==> config.mk <==
export PLATFORM = sky130hd
export DESIGN_NAME = smn_irq_top
export DESIGN_NICKNAME = d
export VERILOG_FILES = /design/src/rtl/smn_irq_pkg.sv /design/src/rtl/smn_irq_qual.sv /design/src/rtl/smn_irq_fifo.sv /design/src/rtl/smn_irq_errlat.sv /design/src/rtl/smn_irq_arm.sv /design/src/rtl/smn_irq_top.sv
export SDC_FILE = /design/constraint.sdc
export NUM_CORES = 1
export LEC_CHECK = 0
export ABC_CLOCK_PERIOD_IN_PS = 3800
export BUFFER_PORTS_ARGS = -buffer_cell sky130_fd_sc_hd__buf_2
export CORE_MARGIN = 8
export CORE_UTILIZATION = 56
export DETAILED_ROUTE_END_ITERATION = 10
export GPL_ROUTABILITY_DRIVEN = 0
export PLACE_DENSITY = 0.84
export SKIP_CTS_REPAIR_TIMING = 1
export SLEW_MARGIN = 20
export SYNTH_ARGS = -nofsm -noshare
export SYNTH_HDL_FRONTEND = slang
export SYNTH_SLANG_ARGS = --single-unit
==> constraint.sdc <==
create_clock -name clk -period 3.8 [get_ports clk]
set_input_delay 0.95 -clock clk [delete_from_list [all_inputs] [get_ports clk]]
set_output_delay 0.95 -clock clk [all_outputs]
set_load 0.05 [all_outputs]
==> src/rtl/smn_irq_pkg.sv <==
package smn_irq_pkg;
    localparam int ADDR_W = 23;
    localparam int REG_W  = 16;

    typedef struct packed {
        logic              retry;
        logic [ADDR_W-1:0] addr;
    } irq_entry_t;

    typedef enum logic [1:0] {
        ST_ARMED  = 2'd0,
        ST_RAISED = 2'd1,
        ST_SPENT  = 2'd2
    } arm_state_t;

    localparam logic [1:0] SEL_ADDR_LO = 2'd0;
    localparam logic [1:0] SEL_ADDR_HI = 2'd1;
    localparam logic [1:0] SEL_ERR     = 2'd2;
    localparam logic [1:0] SEL_MASK    = 2'd3;
endpackage

==> src/rtl/smn_irq_qual.sv <==
module smn_irq_qual (
    input  logic tx_wr_i,
    input  logic net_int_en_i,
    input  logic tx_int_ovr_i,
    input  logic tx_tie_i,
    input  logic rx_valid_i,
    input  logic rx_int_i,
    input  logic rx_native_i,
    input  logic rx_rie_i,
    input  logic mask_match_en_i,
    input  logic rx_int_ovr_i,
    input  logic own_wr_en_i,
    input  logic own_int_en_i,
    output logic tx_msg_int_o,
    output logic rx_push_o
);
    logic tx_word_wants;
    logic rx_candidate;
    logic own_allowed;
    logic rx_word_wants;

    always_comb begin
        tx_word_wants = tx_int_ovr_i | tx_tie_i;
        tx_msg_int_o  = tx_wr_i & net_int_en_i & tx_word_wants;
    end

    always_comb begin
        own_allowed   = own_wr_en_i & own_int_en_i;
        rx_candidate  = rx_valid_i & rx_int_i & (~rx_native_i | own_allowed);
        rx_word_wants = rx_int_ovr_i | (rx_rie_i & mask_match_en_i);
        rx_push_o     = rx_candidate & rx_word_wants;
    end
endmodule

==> src/rtl/smn_irq_fifo.sv <==
module smn_irq_fifo
    import smn_irq_pkg::*;
#(
    parameter int DEPTH = 64
) (
    input  logic       clk,
    input  logic       rst_n,
    input  logic       push_i,
    input  irq_entry_t entry_i,
    input  logic       pop_i,
    output irq_entry_t head_o,
    output logic       not_empty_o,
    output logic       drop_o
);
    localparam int PTR_W = (DEPTH > 1) ? $clog2(DEPTH) : 1;
    localparam int CNT_W = $clog2(DEPTH + 1);
    localparam logic [PTR_W-1:0] LAST_IDX = PTR_W'(DEPTH - 1);
    localparam logic [CNT_W-1:0] FULL_CNT = CNT_W'(DEPTH);

    irq_entry_t       mem_q [DEPTH];
    logic [PTR_W-1:0] wr_ptr_q, rd_ptr_q;
    logic [CNT_W-1:0] count_q;
    logic             full;
    logic             pop_ok;
    logic             push_ok;

    always_comb begin
        full        = (count_q == FULL_CNT);
        not_empty_o = (count_q != '0);
        pop_ok      = pop_i & not_empty_o;
        push_ok     = push_i & (~full | pop_ok);
        drop_o      = push_i & ~push_ok;
        head_o      = mem_q[rd_ptr_q];
    end

    always_ff @(posedge clk) begin
        if (push_ok) begin
            mem_q[wr_ptr_q] <= entry_i;
        end
    end

    always_ff @(posedge clk) begin
        if (!rst_n) begin
            wr_ptr_q <= '0;
            rd_ptr_q <= '0;
            count_q  <= '0;
        end else begin
            if (push_ok) begin
                wr_ptr_q <= (wr_ptr_q == LAST_IDX) ? '0 : wr_ptr_q + 1'b1;
            end
            if (pop_ok) begin
                rd_ptr_q <= (rd_ptr_q == LAST_IDX) ? '0 : rd_ptr_q + 1'b1;
            end
            unique case ({push_ok, pop_ok})
                2'b10:   count_q <= count_q + 1'b1;
                2'b01:   count_q <= count_q - 1'b1;
                default: count_q <= count_q;
            endcase
        end
    end


    no_overflow_chk: assert property (@(posedge clk) disable iff (!rst_n)
        count_q <= FULL_CNT);


    empty_pop_chk: assert property (@(posedge clk) disable iff (!rst_n)
        (pop_i && !not_empty_o && !push_i) |=> !not_empty_o);
endmodule

==> src/rtl/smn_irq_errlat.sv <==
module smn_irq_errlat #(
    parameter int ERR_W = 8
) (
    input  logic             clk,
    input  logic             rst_n,
    input  logic [ERR_W-1:0] set_i,
    input  logic             clr_i,
    input  logic             mask_wr_i,
    input  logic [ERR_W-1:0] mask_wdata_i,
    input  logic             err_int_en_i,
    output logic [ERR_W-1:0] err_o,
    output logic [ERR_W-1:0] mask_o,
    output logic             err_cause_o
);
    logic [ERR_W-1:0] err_q;
    logic [ERR_W-1:0] mask_q;
    logic [ERR_W-1:0] kept;

    always_comb begin
        kept        = clr_i ? '0 : err_q;
        err_o       = err_q;
        mask_o      = mask_q;
        err_cause_o = err_int_en_i & (|(err_q & mask_q));
    end

    always_ff @(posedge clk) begin
        if (!rst_n) begin
            err_q  <= '0;
            mask_q <= '0;
        end else begin
            err_q <= kept | set_i;
            if (mask_wr_i) begin
                mask_q <= mask_wdata_i;
            end
        end
    end


    err_hold_chk: assert property (@(posedge clk) disable iff (!rst_n)
        !clr_i |=> ((err_q & $past(err_q)) == $past(err_q)));


    err_set_chk: assert property (@(posedge clk) disable iff (!rst_n)
        (|set_i) |=> ((err_q & $past(set_i)) == $past(set_i)));
endmodule

==> src/rtl/smn_irq_arm.sv <==
module smn_irq_arm
    import smn_irq_pkg::*;
(
    input  logic clk,
    input  logic rst_n,
    input  logic cause_i,
    input  logic rearm_i,
    output logic irq_o
);
    arm_state_t state_q, state_d;

    always_ff @(posedge clk) begin
        if (!rst_n) begin
            state_q <= ST_ARMED;
        end else begin
            state_q <= state_d;
        end
    end

    always_comb begin
        state_d = state_q;
        unique case (state_q)
            ST_ARMED:  state_d = cause_i ? ST_RAISED : ST_ARMED;
            ST_RAISED: state_d = cause_i ? ST_RAISED : ST_SPENT;
            ST_SPENT:  state_d = rearm_i ? ST_ARMED  : ST_SPENT;
            default:   state_d = ST_ARMED;
        endcase
    end

    always_comb begin
        irq_o = (state_q == ST_RAISED);
    end


    irq_cause_chk: assert property (@(posedge clk) disable iff (!rst_n)
        irq_o |-> $past(cause_i));


    spent_quiet_chk: assert property (@(posedge clk) disable iff (!rst_n)
        (!irq_o && !rearm_i && $past(!irq_o && !rearm_i) && $past(irq_o, 2))
        |=> !irq_o);
endmodule

==> src/rtl/smn_irq_top.sv <==
module smn_irq_top
    import smn_irq_pkg::*;
#(
    parameter int DEPTH = 64,
    parameter int ERR_W = 8
) (
    input  logic              clk,
    input  logic              rst_n,
    input  logic              net_int_en_i,
    input  logic              tx_int_ovr_i,
    input  logic              mask_match_en_i,
    input  logic              rx_int_ovr_i,
    input  logic              own_wr_en_i,
    input  logic              own_int_en_i,
    input  logic              err_int_en_i,
    input  logic              tx_wr_i,
    input  logic              tx_tie_i,
    output logic              tx_msg_int_o,
    input  logic              rx_valid_i,
    input  logic              rx_int_i,
    input  logic              rx_native_i,
    input  logic              rx_rie_i,
    input  logic              rx_retry_i,
    input  logic [22:0]       rx_addr_i,
    input  logic [ERR_W-1:0]  err_src_i,
    input  logic [1:0]        reg_sel_i,
    input  logic              reg_rd_i,
    input  logic              reg_wr_i,
    input  logic [15:0]       reg_wdata_i,
    output logic [15:0]       reg_rdata_o,
    output logic              irq_o
);
    localparam int HI_PAD = REG_W - 9;

    logic             rx_push;
    irq_entry_t       new_entry;
    irq_entry_t       head;
    logic             not_empty;
    logic             drop;
    logic             pop_req;
    logic             err_clr;
    logic             rearm;
    logic             mask_wr;
    logic [ERR_W-1:0] err_set;
    logic [ERR_W-1:0] err_val;
    logic [ERR_W-1:0] mask_val;
    logic             err_cause;
    logic             cause;
    logic             unused_bits;

    smn_irq_qual i_qual (
        .tx_wr_i         (tx_wr_i),
        .net_int_en_i    (net_int_en_i),
        .tx_int_ovr_i    (tx_int_ovr_i),
        .tx_tie_i        (tx_tie_i),
        .rx_valid_i      (rx_valid_i),
        .rx_int_i        (rx_int_i),
        .rx_native_i     (rx_native_i),
        .rx_rie_i        (rx_rie_i),
        .mask_match_en_i (mask_match_en_i),
        .rx_int_ovr_i    (rx_int_ovr_i),
        .own_wr_en_i     (own_wr_en_i),
        .own_int_en_i    (own_int_en_i),
        .tx_msg_int_o    (tx_msg_int_o),
        .rx_push_o       (rx_push)
    );

    always_comb begin
        new_entry.retry = rx_retry_i;
        new_entry.addr  = rx_addr_i;
        pop_req = reg_rd_i & (reg_sel_i == SEL_ADDR_LO);
        err_clr = reg_rd_i & (reg_sel_i == SEL_ERR);
        rearm   = reg_wr_i & (reg_sel_i == SEL_ERR);
        mask_wr = reg_wr_i & (reg_sel_i == SEL_MASK);
        err_set = err_src_i | {{(ERR_W-1){1'b0}}, drop};
        cause   = not_empty | err_cause;
    end

    smn_irq_fifo #(.DEPTH(DEPTH)) i_fifo (
        .clk         (clk),
        .rst_n       (rst_n),
        .push_i      (rx_push),
        .entry_i     (new_entry),
        .pop_i       (pop_req),
        .head_o      (head),
        .not_empty_o (not_empty),
        .drop_o      (drop)
    );

    smn_irq_errlat #(.ERR_W(ERR_W)) i_errlat (
        .clk          (clk),
        .rst_n        (rst_n),
        .set_i        (err_set),
        .clr_i        (err_clr),
        .mask_wr_i    (mask_wr),
        .mask_wdata_i (reg_wdata_i[ERR_W-1:0]),
        .err_int_en_i (err_int_en_i),
        .err_o        (err_val),
        .mask_o       (mask_val),
        .err_cause_o  (err_cause)
    );

    smn_irq_arm i_arm (
        .clk     (clk),
        .rst_n   (rst_n),
        .cause_i (cause),
        .rearm_i (rearm),
        .irq_o   (irq_o)
    );

    always_comb begin
        reg_rdata_o = '0;
        unique case (reg_sel_i)
            SEL_ADDR_LO: if (not_empty) reg_rdata_o = {head.addr[15:2], 2'b00};
            SEL_ADDR_HI: if (not_empty) reg_rdata_o = {1'b1, head.retry, {HI_PAD{1'b0}}, head.addr[22:16]};
            SEL_ERR:     reg_rdata_o = REG_W'(err_val);
            SEL_MASK:    reg_rdata_o = REG_W'(mask_val);
            default:     reg_rdata_o = '0;
        endcase
    end

    assign unused_bits = ^{reg_wdata_i, head.addr[1:0]};


    tx_gate_chk: assert property (@(posedge clk) disable iff (!rst_n)
        tx_msg_int_o |-> (tx_wr_i && net_int_en_i));


    no_int_push_chk: assert property (@(posedge clk) disable iff (!rst_n)
        (rx_valid_i && !rx_int_i) |-> !rx_push);


    own_gate_chk: assert property (@(posedge clk) disable iff (!rst_n)
        (rx_native_i && !(own_wr_en_i && own_int_en_i)) |-> !rx_push);


    drop_latch_chk: assert property (@(posedge clk) disable iff (!rst_n)
        drop |=> err_val[0]);
endmodule

==> impl_results.md, run 1 <==
* Status: finished, violations left
* Failing checks: negative setup slack
* Most frequent cells in the layout: edfxtp_1 (1,408), mux4_2 (308), buf_4 (244)
* Max Clock Freq at roughly 210 MHz
* Final setup fails at 16
* IO Pins at 85
* Syn Area/Cell at around 21 sq um
* Largest net degree at the start of global routing at 65
* Skew-Pair Late Insertion Delay at around 760 ps
* Cell count along the critical path at 9
* Syn_nets at ~2,700
* Total track usage at 0.265
* Origin of the worst min-delay path: err_src_i[5]
* Routed wire length per instance at 34.9 um
* Vias per cell at between 6 and 7
* Flop pwr share at 0.543
* P_int at about 26 mW
* Slowest cell on the critical path: mux4_2
* Sequential area share after synthesis at 0.765
* Cell mode on critical path: buf_4
* Router iterations before antenna repair at 9
* Post-synth top area share at 0.750
* Initial Utilization at 0.564
* Crit path time final at ~4700 ps
* Design Power at ~32 mW
* Crit end category: output pin
* Worst Max-Slew Pin Slew at ~1100 ps
* Hold Path Class: in -> reg
* Post-synthesis cell area at roughly 56,000 sq um
* Iteration-0 DRC count of the detailed router at approximately 4,500
* Max-slew violation count at 0
* Place WS at -73.9 ps
* DRC Markers at 0
* Share of total power in the clock network at 0.433
* H-tree depth at 4
* Area contributors post-synth: edfxtp_1 (75%), mux4_2 (12%), mux2i_1 (3.8%)
* Core Area at around 100,000 sq um
* CTS buffer count at ~140
* Power Dens Cells at 494 nW/um^2
* GR Overflow Total at 0
* Full die area at roughly 110,000 sq um
* Layout area overhead at 16.1%
* Crit path kind: reg -> out
* Routed Antenna Nets at 0
* Max Cap Viol at 0
* Yosys top cell by area: edfxtp_1
* CP startpoint kind: flop
* Setup ws final at -891 ps
* WHS Path Cells at 3
* Most common flop cell mapped by yosys: edfxtp_1
* Post-Route Skew at between 30 and 40 ps
* IO Port Bufs at between 70 and 80
* CP Buf/Inv Count at 4
* Drt total wl at roughly 150,000 um
* DP HPWL at roughly 85,000 um
* Comb power frac at 0.024
* Synth warn at 0
* Final hold vios at 0
* Sinks on Clock Net at 1,451
* Worst vdd ir at ~350 uV
* Vias in the first global route at roughly 31,000
* Crit-path max cell delay at ~520 ps
* Sw frac at 0.200
* Commonest non-fill, non-tap cell in the layout: edfxtp_1
* Worst Path Max Fanout at 16
* Share of cells above drive strength 1 at 0.318
* Die W at around 330 um
* Number of flops mapped to enable cells by yosys at 1,408
* Crit path cell chain: buf_12 > buf_16 > buf_4 > mux4_2 > mux2i_1 > nand2_2 > a32oi_2 > nand4_1 > buf_4
* Critical path data arrival time at around 3700 ps
* Worst Path Required at ~2900 ps
* Period utilization at 1.23
* Worst reg2reg path depth at 12
* Row count at 116
* Initial antenna violation count at 11
* CTS root buf: clkbuf_16
* Cell count after synthesis at approximately 2,700
* First-pass GRT wire length at 212,000 um
* RSZ-0062 raised after global routing: yes
* Post-synthesis async set-or-reset flop share at 0
* Clk buf depth at 3
* Vias at slightly above 30,000
* Die Span Y at approximately 330 um
* Yosys reg bits at between 1,000 and 1,500
* R2r startpoint: i_fifo.count_q[1]
* CTS tree: built
* Worst-path clk slew at ~60 ps
* Sw Pwr at approximately 6.5 mW
* Crit path max-delay family: buffers and inverters
* Leak pwr at between 20 and 25 nW
* Cell variety after synth at 60
* Max-Slew Margin vs Limit at 0.292
* Nets at a little over 3,000
==> worst reg2reg max path, delay by kind of cell (launching register included) <==
family          cells  cell delay (ps)
xor+xnor            2              340
fa+ha+maj           2              410
flops               1              390
compound gates      4             1020
simple gates        4              850
==> final cells by class <==
cell class / count / area (sq um)
clock buffers: 171 / 3730
repair buffers: 358 / 3340
diodes: 7 / 17.5
clock inverters: 78 / 823
fillers: 5856 / 34600
well taps: 1298 / 1620
inverters: 5 / 18.8
multi-input cells: 1047 / 12700
flip-flops and latches: 1451 / 43200
==> per-layer routing <==
layer	vias up	share of wire	wire, um	global-route usage
li1	11800	-	-	-
met1	15600	0.32	48600	0.317
met2	2663	0.49	75200	0.434
met3	641	0.13	20300	0.0807
met4	8	0.063	9770	0.139
met5	-	0.0015	225	0
==> kinds of logic after synthesis <==
family / synth area share
simple gates: 0.0208
mux: 0.164
compound gates: 0.0304
xor+xnor: 0.00249
fa+ha+maj: 0.00111
buf+inv: 0.0159
flops: 0.765
==> power groups by stage <==
stage               clock network [mW]  registers [mW]  logic, mW
floorplan                            0            17.9      0.285
global placement                     0            17.9      0.656
detailed placement                   0            17.9      0.701
CTS                               14.0            17.6      0.712
global route                      14.6            17.6      0.796
finish                            14.0            17.6      0.773
==> flip-flops by register name, summed over array words and instances (netlist names), named ones only <==
| register | flops |
|---|---|
| i_fifo.mem_q | 1408 |
| i_arm.state_q | 2 |
| i_errlat.mask_o | 8 |
| i_fifo.rd_ptr_q | 6 |
| i_fifo.count_q | 7 |
| i_errlat.err_o | 8 |
| i_fifo.wr_ptr_q | 6 |
==> metrics by stage <==
stage	area [sq um]	setup TNS (ps)	util	instances	hold WS [ps]
2_1_floorplan	56400	0	-	2651	426
3_3_place_gp	60100	-78.3	0.601	4128	436
3_5_place_dp	60100	-219	0.601	4128	468
4_1_cts	64700	-12380	0.647	4377	414
5_1_grt	65400	-10980	0.654	4408	434
6_report	65400	-10830	0.654	4415	444
==> final timing paths <==
kind / end / slack (ps)
max: reg_rdata_o[3] / -890
min: i_errlat.err_o[5] / 440
max reg2reg: i_fifo.count_q[6] / 650
min reg2reg: i_arm.state_q[0] / 470
==> cells in the mapped netlist, types with 15 or more instances <==
master,count
edfxtp_1,1408
mux4_2,308
mux2i_1,215
nor2_1,108
a22oi_1,79
a21oi_1,62
clkbuf_1,51
dfxtp_1,43
buf_2,38
nand2_1,31
nor2b_1,27
buf_4,24
a211oi_1,19
buf_6,18
mux2_2,15
Power figures use the tool's default switching activity.
==> run 2: changes to the inputs <==
--- a/config.mk
+++ b/config.mk
@@ -7,6 +7,7 @@
 export LEC_CHECK = 0
 export ABC_CLOCK_PERIOD_IN_PS = 3800
 export BUFFER_PORTS_ARGS = -buffer_cell sky130_fd_sc_hd__buf_2
+export CORE_ASPECT_RATIO = 0.75
 export CORE_MARGIN = 8
 export CORE_UTILIZATION = 56
 export DETAILED_ROUTE_END_ITERATION = 10
==> run 2 against run 1 <==
  * Clock skew rose by 16 ps
  * Power fell by 4.5%
  * Worst hold slack improved by 5.3 ps
  * Final area barely moved
  * Clock power fell by 10%
  * Critical endpoint is now reg_rdata_o[14]
  * Largest power group unchanged
  * Critical path depth rose by 1
  * The run still ends with negative setup slack left
  * Largest cell class unchanged
  * Clock-buffer cell count fell by 18
  * Sequential power barely moved
==> impl_results.md, run 2 (synthesis results as in run 1) <==
* Status: finished, violations left
* Hold Path Class: in -> reg
* Max Clock Freq at 215 MHz (+0.82%)
* GR Overflow Total at 0 (unchanged)
* Design Power at 30.9 mW (-4.5%)
* Worst vdd ir at 443 uV (+27%)
* Final setup fails at 16 (unchanged)
* Leak pwr at 20.1 nW (-0.47%)
* Hold Slack at 449 ps (+5.31 ps)
* Crit end category: output pin
* Final setup TNS at -10,080 ps (+753 ps)
* Vias per cell at 6.80 (-2.2%)
* CP startpoint kind: flop
* Failing checks: negative setup slack
* Worst Path Required at 2850 ps (about the same)
* Routed Antenna Nets at 0 (unchanged)
* Share of cells above drive strength 1 at 0.318 (about the same)
* IO Pins at 85 (unchanged)
* Sinks on Clock Net at 1,451 (unchanged)
* Final instance area at 65,500 sq um (about the same)
* Initial Utilization at 0.567 (+0.00301)
* Vias at 30,000 (-2.2%)
* Full die area at 111,000 sq um (about the same)
* Critical path data arrival time at 3700 ps (-40 ps)
* DP HPWL at 82,400 um (-3.2%)
* CTS root buf: clkbuf_16
* Die Span Y at 291 um (-13%)
* Reg with most FFs: i_fifo.mem_q
* H-tree depth at 3 (-1)
* CTS buffer count at 120 (-13%)
* Max Cap Viol at 0 (unchanged)
* Crit-path max cell delay at 530 ps (about the same)
* Post-Place Cell Area at 60,100 sq um (about the same)
* Max-Slew Margin vs Limit at 0.205 (-0.0863)
* First-pass GRT wire length at 203,000 um (-4.4%)
* Largest net degree at the start of global routing at 65 (unchanged)
* Max reg flops at 1,408 (unchanged)
* Setup ws final at -853 ps (+38.0 ps)
* DRC Markers at 0 (unchanged)
* Layout area overhead at 16.1% (about the same)
* Iteration-0 DRC count of the detailed router at 5,010 (+11%)
* Max-slew violation count at 0 (unchanged)
* Clk buf depth at 3 (unchanged)
* CTS tree: built
* Post-Route Skew at 48.1 ps (+15.6 ps)
* IO Port Bufs at 74 (unchanged)
* Worst Max-Slew Pin Slew at 1190 ps (+136 ps)
* Core Area at 99,500 sq um (-0.53%)
* Most frequent cells in the layout: edfxtp_1 (1,408), mux4_2 (308), mux2i_1 (206)
* Commonest non-fill, non-tap cell in the layout: edfxtp_1
* Worst-path clk slew at 70 ps (about the same)
* Routed wire length per instance at 34.1 um (-2.2%)
* Row count at 100 (-14%)
* Skew-Pair Late Insertion Delay at 760 ps (about the same)
* Router iterations before antenna repair at 6 (-3)
* Power Dens Cells at 472 nW/um^2 (-4.5%)
* Total track usage at 0.250 (-0.0150)
* # fillers at 5,912 (+0.96%)
* Drt total wl at 151,000 um (-2.2%)
* Nets at 3,056 (-0.55%)
* Finished Core Util at 0.658 (+0.00380)
* Slowest cell on the critical path: mux4_2
* Period utilization at 1.22 (-0.0100)
* Die W at 382 um (+15%)
* Final hold vios at 0 (unchanged)
* Crit path cell chain: buf_8 > clkbuf_16 > buf_4 > mux4_2 > mux2i_1 > a22oi_1 > nand4_1 > nand4_1 > buf_4 > buf_2
* Crit path kind: reg -> out
* Initial antenna violation count at 6 (-5)
* RSZ-0062 raised after global routing: yes
* Vias in the first global route at 29,700 (-4.1%)
* Crit path time final at 4650 ps (-38.0 ps)
* Worst Path Max Fanout at 7 (-9)
## run 2: changes by cell type in the layout (fill, tap and decap cells not counted), sizes merged
cell / previous run / this run
diode: 7 / 5
bufinv: 16 / 13
buf: 353 / 345
inv: 12 / 7
clkinv: 51 / 49
clkbuf: 176 / 167
## run 2: metal layers
layer  track usage  wire [um]
met1         0.344      52000
met2         0.393      72200
met3        0.0687      21100
met4        0.0764       5370
met5             0         27
## run 2: where the power goes
part	switching (mW)	total, mW	internal (mW)
Combinational	0.499	0.762	0.263
Clock	5.70	12.6	6.88
Sequential	0.0162	17.6	17.5
## run 2: layout make-up
cell class / count / area (sq um) / share of cell area
flip-flops and latches: 1451 / 43200 / 0.659
multi-input cells: 1047 / 12800 / 0.196
well taps: 1326 / 1660 / 0.0253
clock inverters: 68 / 679 / 0.0104
repair buffers: 359 / 3900 / 0.0595
diodes: 5 / 12.5 / 0.000191
inverters: 5 / 18.8 / 0.000287
clock buffers: 153 / 3230 / 0.0493
## run 2: path summary, 6_finish.rpt
| check | startpoint | end | slack, ps | depth (start not counted) |
|---|---|---|---|---|
| max reg2reg | i_fifo.count_q[1] | i_fifo.count_q[6] | 560 | 12 |
| min | err_src_i[1] | i_errlat.err_o[1] | 450 | 3 |
| max | flop | reg_rdata_o[14] | -850 | 10 |
| min reg2reg | i_arm.state_q[1] | i_arm.state_q[0] | 480 | 1 |
## run 2: through the flow
stage,std cells,setup slack (ps)
floorplan,2651,64.1
global placement,4120,-46.3
detailed placement,4120,-163
CTS,4341,-923
global route,4409,-806
finish,4414,-853
## run 2: worst max-delay path, delay by kind of cell, from the launching register on
kind | cells | cell delay, ps
muxes | 2 | 930
and+or+nand+nor | 2 | 340
DFF | 1 | 390
buffers and inverters | 5 | 960
AOI/OAI and AO/OA | 1 | 330
